### src/rtl/otp_secctl_pkg.sv
package otp_secctl_pkg;

   // Bit positions inside the stored security word
   localparam int SB_BOOT   = 0;
   localparam int SB_NOJTAG = 1;
   localparam int SB_NOLINK = 2;
   localparam int SB_NODBG  = 3;
   localparam int SB_MLOCK  = 4;
   localparam int SB_SLOCK0 = 8;

   // Number of single control flags held below the sector-lock field
   localparam int N_FLAGS = 5;

   typedef enum logic [1:0] {
      LD_ISSUE   = 2'd0,
      LD_CAPTURE = 2'd1,
      LD_DONE    = 2'd2
   } ld_state_e;

endpackage

### src/rtl/otp_sec_loader.sv
module otp_sec_loader
   import otp_secctl_pkg::*;
(
   input  logic clk,
   input  logic rst_n,
   output logic ld_en,
   output logic ld_capture,
   output logic loaded
);

   ld_state_e state_q, state_d;

   always_comb begin
      state_d = state_q;
      unique case (state_q)
         LD_ISSUE:   state_d = LD_CAPTURE;
         LD_CAPTURE: state_d = LD_DONE;
         default:    state_d = LD_DONE;
      endcase
   end

   always_ff @(posedge clk or negedge rst_n) begin
      if (!rst_n) state_q <= LD_ISSUE;
      else        state_q <= state_d;
   end

   assign ld_en      = (state_q == LD_ISSUE);
   assign ld_capture = (state_q == LD_CAPTURE);
   assign loaded     = (state_q == LD_DONE);


   cap_after_issue_chk: assert property (@(posedge clk) disable iff (!rst_n)
      ld_capture |-> $past(ld_en));

endmodule

### src/rtl/otp_sec_reg.sv
module otp_sec_reg #(
   parameter int FLD_W = 9
) (
   input  logic             clk,
   input  logic             rst_n,
   input  logic             ld_capture,
   input  logic [FLD_W-1:0] ld_fields,
   input  logic             upd_en,
   input  logic [FLD_W-1:0] upd_fields,
   output logic [FLD_W-1:0] fld_q
);

   if (FLD_W < 1) begin : g_bad_w
      $error("otp_sec_reg: FLD_W must be positive");
   end

   always_ff @(posedge clk or negedge rst_n) begin
      if (!rst_n)          fld_q <= '0;
      else if (ld_capture) fld_q <= fld_q | ld_fields;
      else if (upd_en)     fld_q <= fld_q | upd_fields;
   end


   sticky_chk: assert property (@(posedge clk) disable iff (!rst_n)
      (fld_q & $past(fld_q)) == $past(fld_q));

endmodule

### src/rtl/otp_access_gate.sv
module otp_access_gate #(
   parameter int ADDR_W  = 11,
   parameter int NSECT   = 4,
   parameter int SEC_ROW = 2047
) (
   input  logic              clk,
   input  logic              rst_n,
   input  logic              loaded,
   input  logic              mlock,
   input  logic [NSECT-1:0]  slock,
   input  logic              req_valid,
   input  logic              req_write,
   input  logic [ADDR_W-1:0] req_addr,
   output logic              req_ready,
   output logic              cli_en,
   output logic              upd_en,
   output logic              rsp_valid,
   output logic              rsp_err,
   output logic              rd_pend
);

   localparam int SECT_W = (NSECT > 1) ? $clog2(NSECT) : 1;

   logic [NSECT-1:0] sect_hit;
   logic             blocked;
   logic             fire;

   if (NSECT == 1) begin : g_one_sect
      assign sect_hit = 1'b1;
   end else begin : g_multi_sect
      for (genvar s = 0; s < NSECT; s++) begin : g_hit
         assign sect_hit[s] = (req_addr[ADDR_W-1 -: SECT_W] == SECT_W'(s));
      end
   end

   assign req_ready = loaded;
   assign fire      = req_valid & req_ready;
   assign blocked   = mlock | (|(sect_hit & slock));
   assign cli_en    = fire & ~blocked;
   assign upd_en    = cli_en & req_write & (req_addr == ADDR_W'(SEC_ROW));

   always_ff @(posedge clk or negedge rst_n) begin
      if (!rst_n) begin
         rsp_valid <= 1'b0;
         rsp_err   <= 1'b0;
         rd_pend   <= 1'b0;
      end else begin
         rsp_valid <= fire;
         rsp_err   <= fire & blocked;
         rd_pend   <= cli_en & ~req_write;
      end
   end


   mlock_block_chk: assert property (@(posedge clk) disable iff (!rst_n)
      (mlock && req_valid) |-> !cli_en);


   reject_resp_chk: assert property (@(posedge clk) disable iff (!rst_n)
      rsp_err |-> ($past(req_valid) && !$past(cli_en)));

endmodule

### src/rtl/otp_secctl.sv
module otp_secctl
   import otp_secctl_pkg::*;
#(
   parameter int              ROWS    = 2048,
   parameter int              DATA_W  = 32,
   parameter int              NSECT   = 4,
   parameter int              SEC_ROW = ROWS - 1,
   parameter int              BOOT_W  = 32,
   parameter logic [BOOT_W-1:0] ROM_VEC = BOOT_W'(32'h0000_4000),
   localparam int             ADDR_W  = $clog2(ROWS)
) (
   input  logic              clk,
   input  logic              rst_n,
   input  logic              req_valid,
   input  logic              req_write,
   input  logic [ADDR_W-1:0] req_addr,
   input  logic [DATA_W-1:0] req_wdata,
   output logic              req_ready,
   output logic              rsp_valid,
   output logic              rsp_err,
   output logic [DATA_W-1:0] rsp_rdata,
   output logic              arr_en,
   output logic              arr_wr,
   output logic [ADDR_W-1:0] arr_addr,
   output logic [DATA_W-1:0] arr_wdata,
   input  logic [DATA_W-1:0] arr_rdata,
   output logic              sec_ready,
   output logic              boot_rom_bypass,
   output logic [BOOT_W-1:0] boot_vec,
   output logic              jtag_en,
   output logic              link_en,
   output logic              dbg_en
);

   localparam int FLD_W = N_FLAGS + NSECT;

   if ((ROWS & (ROWS - 1)) != 0 || ROWS < 2) begin : g_bad_rows
      $error("otp_secctl: ROWS must be a power of two");
   end
   if ((NSECT & (NSECT - 1)) != 0 || NSECT > ROWS) begin : g_bad_sect
      $error("otp_secctl: NSECT must be a power of two not above ROWS");
   end
   if (SEC_ROW < 0 || SEC_ROW >= ROWS) begin : g_bad_secrow
      $error("otp_secctl: SEC_ROW outside the array");
   end
   if (DATA_W < SB_SLOCK0 + NSECT) begin : g_bad_data
      $error("otp_secctl: DATA_W too narrow for the sector-lock field");
   end

   logic             ld_en, ld_capture, loaded;
   logic             cli_en, upd_en, rd_pend;
   logic [FLD_W-1:0] fld_q, ld_fields, upd_fields;

   otp_sec_loader u_loader (
      .clk        (clk),
      .rst_n      (rst_n),
      .ld_en      (ld_en),
      .ld_capture (ld_capture),
      .loaded     (loaded)
   );

   assign ld_fields  = {arr_rdata[SB_SLOCK0 +: NSECT], arr_rdata[N_FLAGS-1:0]};
   assign upd_fields = {req_wdata[SB_SLOCK0 +: NSECT], req_wdata[N_FLAGS-1:0]};

   otp_sec_reg #(.FLD_W(FLD_W)) u_secreg (
      .clk        (clk),
      .rst_n      (rst_n),
      .ld_capture (ld_capture),
      .ld_fields  (ld_fields),
      .upd_en     (upd_en),
      .upd_fields (upd_fields),
      .fld_q      (fld_q)
   );

   otp_access_gate #(.ADDR_W(ADDR_W), .NSECT(NSECT), .SEC_ROW(SEC_ROW)) u_gate (
      .clk       (clk),
      .rst_n     (rst_n),
      .loaded    (loaded),
      .mlock     (fld_q[SB_MLOCK]),
      .slock     (fld_q[N_FLAGS +: NSECT]),
      .req_valid (req_valid),
      .req_write (req_write),
      .req_addr  (req_addr),
      .req_ready (req_ready),
      .cli_en    (cli_en),
      .upd_en    (upd_en),
      .rsp_valid (rsp_valid),
      .rsp_err   (rsp_err),
      .rd_pend   (rd_pend)
   );

   // Array port: the loader owns it until loaded, clients afterwards
   assign arr_en    = ld_en | cli_en;
   assign arr_wr    = cli_en & req_write;
   assign arr_addr  = ld_en ? ADDR_W'(SEC_ROW) : req_addr;
   assign arr_wdata = req_wdata;
   assign rsp_rdata = rd_pend ? arr_rdata : '0;

   // Protection controls
   assign sec_ready       = loaded;
   assign boot_rom_bypass = loaded & fld_q[SB_BOOT];
   assign boot_vec        = boot_rom_bypass ? '0 : ROM_VEC;
   assign jtag_en         = loaded & ~fld_q[SB_NOJTAG];
   assign link_en         = loaded & ~fld_q[SB_NOLINK];
   assign dbg_en          = loaded & ~fld_q[SB_NODBG];


   stall_no_rsp_chk: assert property (@(posedge clk) disable iff (!rst_n)
      (req_valid && !sec_ready) |=> !rsp_valid);


   load_owns_port_chk: assert property (@(posedge clk) disable iff (!rst_n)
      ld_en |-> !cli_en);


   jtag_off_chk: assert property (@(posedge clk) disable iff (!rst_n)
      $past(fld_q[SB_NOJTAG]) |-> !jtag_en);


   rsp_follows_accept_chk: assert property (@(posedge clk) disable iff (!rst_n)
      rsp_valid |-> $past(req_valid && req_ready));

endmodule

### config.mk
export PLATFORM = sky130hd
export DESIGN_NAME = otp_secctl
export DESIGN_NICKNAME = d
export VERILOG_FILES = /design/src/rtl/otp_secctl_pkg.sv /design/src/rtl/otp_sec_loader.sv /design/src/rtl/otp_sec_reg.sv /design/src/rtl/otp_access_gate.sv /design/src/rtl/otp_secctl.sv
export SDC_FILE = /design/constraint.sdc
export NUM_CORES = 1
export LEC_CHECK = 0
export ABC_AREA = 1
export BUFFER_PORTS_ARGS = -buffer_cell sky130_fd_sc_hd__buf_4
export CORE_AREA = 2 2 76 78
export DETAILED_ROUTE_END_ITERATION = 10
export DIE_AREA = 0 0 78 80
export GPL_TIMING_DRIVEN = 1
export PLACE_DENSITY_LB_ADDON = 0.12
export SYNTH_ARGS = -nofsm -noshare
export SYNTH_HDL_FRONTEND = slang
export SYNTH_SLANG_ARGS = --single-unit
export TNS_END_PERCENT = 10
### constraint.sdc
create_clock -name clk -period 1.1 [get_ports clk]
set_input_delay 0.11 -clock clk [delete_from_list [all_inputs] [get_ports clk]]
set_output_delay 0.11 -clock clk [all_outputs]
set_load 0.05 [all_outputs]
Yosys cells after proc, flatten, opt, wreduce, memory -nomap -nowiden
Cells that the tools add are included.
{"block": "totals", "inputBits": 79, "word_cells": 41, "mem_count": 0, "latchBits": 0, "ff_bits": 14, "ramBits": 0, "romBits": 0, "output_inout_bits": 117}
{"block": "op_classes", "n_shift": 0, "multipliers": 0, "div": 0, "muxes": 6, "n_bitwise": 20, "addsub": 0, "n_reduce_logical": 4, "n_lt_le_gt_ge": 0, "eq_ne": 6}
{"operator": "$mux 32", "count": 1}
{"operator": "$mux 9", "count": 2}
{"operator": "$or 9x9->9", "count": 2}
{"operator": "$mux 15", "count": 1}
{"operator": "$eq 11x11->1 const B", "count": 1}
{"operator": "$mux 11", "count": 1}
{"operator": "$and 1x1->1", "count": 10}
{"operator": "$eq 2x2->1 const B", "count": 3}
{"operator": "$not 1->1", "count": 5}
{"operator": "$and 4x4->4", "count": 1}
{"operator": "$eq 2x1->1 const B", "count": 2}
{"operator": "$logic_not 2->1", "count": 2}
{"operator": "$reduce_or 4->1", "count": 1}
{"operator": "$mux 2", "count": 1}
{"operator": "$or 1x1->1", "count": 2}
{"operator": "$reduce_bool 2->1", "count": 1}

Depth between registers and ports, before layout
{"block": "logic_depth", "word_depth": 10, "depth_mapped": 8, "ltp_nobuf": 8}

By module
From an unflattened synthesis, not the netlist that was laid out.
{"block": "hier_totals", "cells_unflattened": 240, "hier_area_um2": 1519.0}
{"mod": "otp_secctl", "area_each_um2": 879.6, "cells_each": 165, "seq_area_each_um2": 0.0, "instances": 1}
{"mod": "otp_sec_reg", "area_each_um2": 369.1, "cells_each": 39, "seq_area_each_um2": 225.2, "instances": 1}
{"mod": "otp_access_gate", "area_each_um2": 197.7, "cells_each": 28, "seq_area_each_um2": 75.1, "instances": 1}
{"mod": "otp_sec_loader", "area_each_um2": 72.6, "cells_each": 8, "seq_area_each_um2": 50.0, "instances": 1}

Least setup slack after synthesis
No wires, ideal clock.
{"block": "synth_path", "kind": "flip-flop to output port", "from": "reg u_loader.state_q[0]", "to": "out boot_vec[14]", "n_path_buf": 1, "required_time_ns": 0.990, "stages_incl_launch_ff": 5, "path_slack_ns": -0.897, "arrival_time_ns": 1.887, "path_cell_list": "dfrtp_1 or2_1 buf_6 nor2_1 inv_1"}
{"block": "synth_via", "elab_chain_cells": 3}
{"element": "start, declared", "line_no": "otp_sec_loader.sv:11", "rtl": "ld_state_e state_q, state_d;"}
{"element": "start signal, assigned", "line_no": "otp_sec_loader.sv:24", "rtl": "else state_q <= state_d;"}
{"element": "$eq 2x2->1", "line_no": "otp_sec_loader.sv:29", "rtl": "assign loaded = (state_q == LD_DONE);"}
{"element": "$and 1x1->1", "line_no": "otp_secctl.sv:101", "rtl": "assign boot_rom_bypass = loaded & fld_q[SB_BOOT];"}
{"element": "via boot_rom_bypass", "line_no": "otp_secctl.sv:28", "rtl": "output logic boot_rom_bypass,"}
{"element": "$mux 15", "line_no": "otp_secctl.sv:102", "rtl": "assign boot_vec = boot_rom_bypass ? '0 : ROM_VEC;"}
{"element": "end, declared", "line_no": "otp_secctl.sv:29", "rtl": "output logic [BOOT_W-1:0] boot_vec,"}
The timed path passes the listed nets, and every way through them passes these cells.

Final worst setup path
{"block": "layout_path", "from": "reg u_loader.state_q[0]", "to": "out jtag_en"}
{"block": "layout_via", "elab_chain_cells": 2}
{"element": "$eq 2x2->1", "line_no": "otp_sec_loader.sv:29"}
{"element": "$and 1x1->1", "line_no": "otp_secctl.sv:103", "rtl": "assign jtag_en = loaded & ~fld_q[SB_NOJTAG];"}
{"element": "end, declared", "line_no": "otp_secctl.sv:30", "rtl": "output logic jtag_en,"}
Every way passes these cells.

==> impl_metrics.ini <==
[status]
status = finished, violations left
violations = setup timing

[place]
hpwl_um = 3460
pre_cts_ws_ps = -250
gp_congestion = 0.646
io_buffers = 118

[setup_path]
crit_fanout = 5
critPathLaunchType = register
critPathKind = register to output port
path_buf_inv = 2
cp_cell_sequence = or2_4 > buf_4 > nor2_2 > buf_6
critical-path-max-stage-delay_ps = 380
cp-end-kind = output port
worstPathArrival_ps = 1350
crit_family = simple AND/OR/NAND/NOR gates
startpoint = u_loader.state_q[0]$_DFF_PN0_
cpMaxStageDelayCell = dfrtp_1
rr_startpoint = u_loader.state_q[0]$_DFF_PN0_
cp.required_ps = 990

[clock_tree]
clk_pin_slew_ps = 60
clk_latency_ps = 250
cts_tree = done
cts-root-buf = clkbuf_8
clock_sinks = 14
cts_buffer_depth = 2
htreeDepth = 1
cts_buffers = 3

[grt]
gr-total-overflow = 0
gr-usage-all-layers = 0.130
antenna_found_initial = 0
grt_max_degree = 33
grt_pass1_wl_um = 6430
first_global_vias = 1429

[layout]
insertedDiodeCount = 0
drive_gt1_frac = 0.551
nFillCells = 539
final_nets = 414
area_growth_pct = 70.6
multi_input_area_um2 = 731
seqCellArea_um2 = 350

[sta]
rsz0062_at_grt = true
setup_violations = 61
postLayoutSetupSlackWorst_ps = -363
finalCritPeriodShare = 1.33
tns_ps = -11860
fin_hold_ws_ps = 61.4
clock_skew_ps = 1.27
finalHoldViolations = 0
fmax_ghz = 0.683
final.min_clock_period_ps = 1460
final_max_slew_viol_count = 0

[run]
cap_violations = 0

[yosys]
avgSynthCellArea_um2 = 6.69
synthCells = 235
synth_warnings = 0
ys_ff_latch = 14
synth_cell_types = 19
seq_area_frac_synth = 0.223
synth_area_um2 = 1570

[worst_hold_path]
hold_class = primary input to register
min_from = req_write

[drt]
drt-vias-per-instance = 3.80
final_antenna_net_count = 0
drcViolationCount = 0
drtIter0Drc = 50
vias = 1543
wire_per_inst_um = 10.7
dr.pass1.iters = 4
wirelength_um = 4320

[pwr]
power_density_nw_per_um2 = 658
cellLeakagePower_nw = 1.64
vdd_drop_max_mv = 0.402
power_mw = 1.76

[die]
die-width_um = 78
die_height_um = 80
ios = 196
num_rows = 27
start_util = 0.291
dieArea_um2 = 6240
core-area_um2 = 5410
## layout by cell type (no fill, tap or decap), drive strengths merged
master and count:
conb 31, o21ai 1, nor2 15, nand2 62, nor3 1, dfrtp 14, mux2 9, inv 48
nand4 1, or2 10, clkinvlp 1, nand3 3, buf 133, dlygate4sd3 1, clkbuf 4
## sequential cells by signal, summed over array words and instances (netlist names)
signal and flops:
u_gate.rd_pend 1, u_gate.rsp_err 1, u_gate.rsp_valid 1, u_secreg.fld_q 9
u_loader.state_q 2
## path summary, 6_finish.rpt
check,to,slack [ps],depth (start not counted)
setup / recovery,jtag_en,-360,4
hold / removal,u_gate.rd_pend$_DFF_PN0_,60,2
setup reg to reg,u_secreg.fld_q[8]$_DFFE_PN0P_,-230,7
hold reg to reg,u_secreg.fld_q[4]$_DFFE_PN0P_,460,2
max in group asynchronous,u_secreg.fld_q[2]$_DFFE_PN0P_,680,2
min in group asynchronous,u_gate.rd_pend$_DFF_PN0_,250,2
## where the power goes
group | switching (mW) | total, mW | leakage [nW] | internal [mW]
Clock | 0.192 | 0.510 | 0.0288 | 0.317
Combinational | 0.489 | 0.734 | 1.47 | 0.246
Sequential | 0.00100 | 0.520 | 0.139 | 0.519
## cell usage after synthesis
master	count	area, µm²
or2_1	1	6.26
nand3_1	3	15.0
dfrtp_1	14	350
nand2_2	1	6.26
nor3_1	1	5.00
nor2_8	1	20.0
or2_2	9	56.3
conb_1	1	3.75
nand2_1	60	225
nor2_1	13	48.8
clkbuf_1	4	15.0
buf_6	1	11.3
nand4_4	1	21.3
mux2_2	9	101
nor2_2	1	6.26
buf_4	64	480
inv_1	49	184
nand2_4	1	11.3
o21ai_1	1	5.00
## layout make-up
type	instances	area share
timing repair buffer	134	0.473
multi-input combinational	133	0.272
sequential	14	0.131
tap	72	0.0336
clock buffer	4	0.0205
inverter	49	0.0700
## through the flow
step                      cell area, µm²  instances   util
after floorplan                     1720        265      -
after global placement              2290        398  0.424
after detailed placement            2290        398  0.424
after CTS                           2600        406  0.481
after global routing                2680        406  0.496
final                               2680        406  0.496
## repair_timing
item,in CTS,in global routing
hold buffers,1,0
gates resized for setup,58,31
setup endpoints to repair,63,63
pin swaps,5,2
buffers inserted,3,0
endpoints found under the hold margin,14,0
## per-layer routing
layer  track usage  vias up  part of all wire
li1              -      773                 -
met1         0.142      664              0.37
met2         0.226       96              0.50
met3        0.0441       10             0.098
met4        0.0614        0             0.026
met5             0        -                 0
## worst register-to-register path: cells and delay by family, from the launching register on
| kind | cells | cell delay [ps] |
|---|---|---|
| flops | 1 | 380 |
| buf+inv | 1 | 130 |
| simple gates | 6 | 750 |
## cell families after synthesis
family / synth area share
other: 0.00238
AOI/OAI and AO/OA: 0.00318
muxes: 0.0644
buffers and inverters: 0.439
DFF: 0.223
and+or+nand+nor: 0.268
Power figures use the tool's default switching activity.
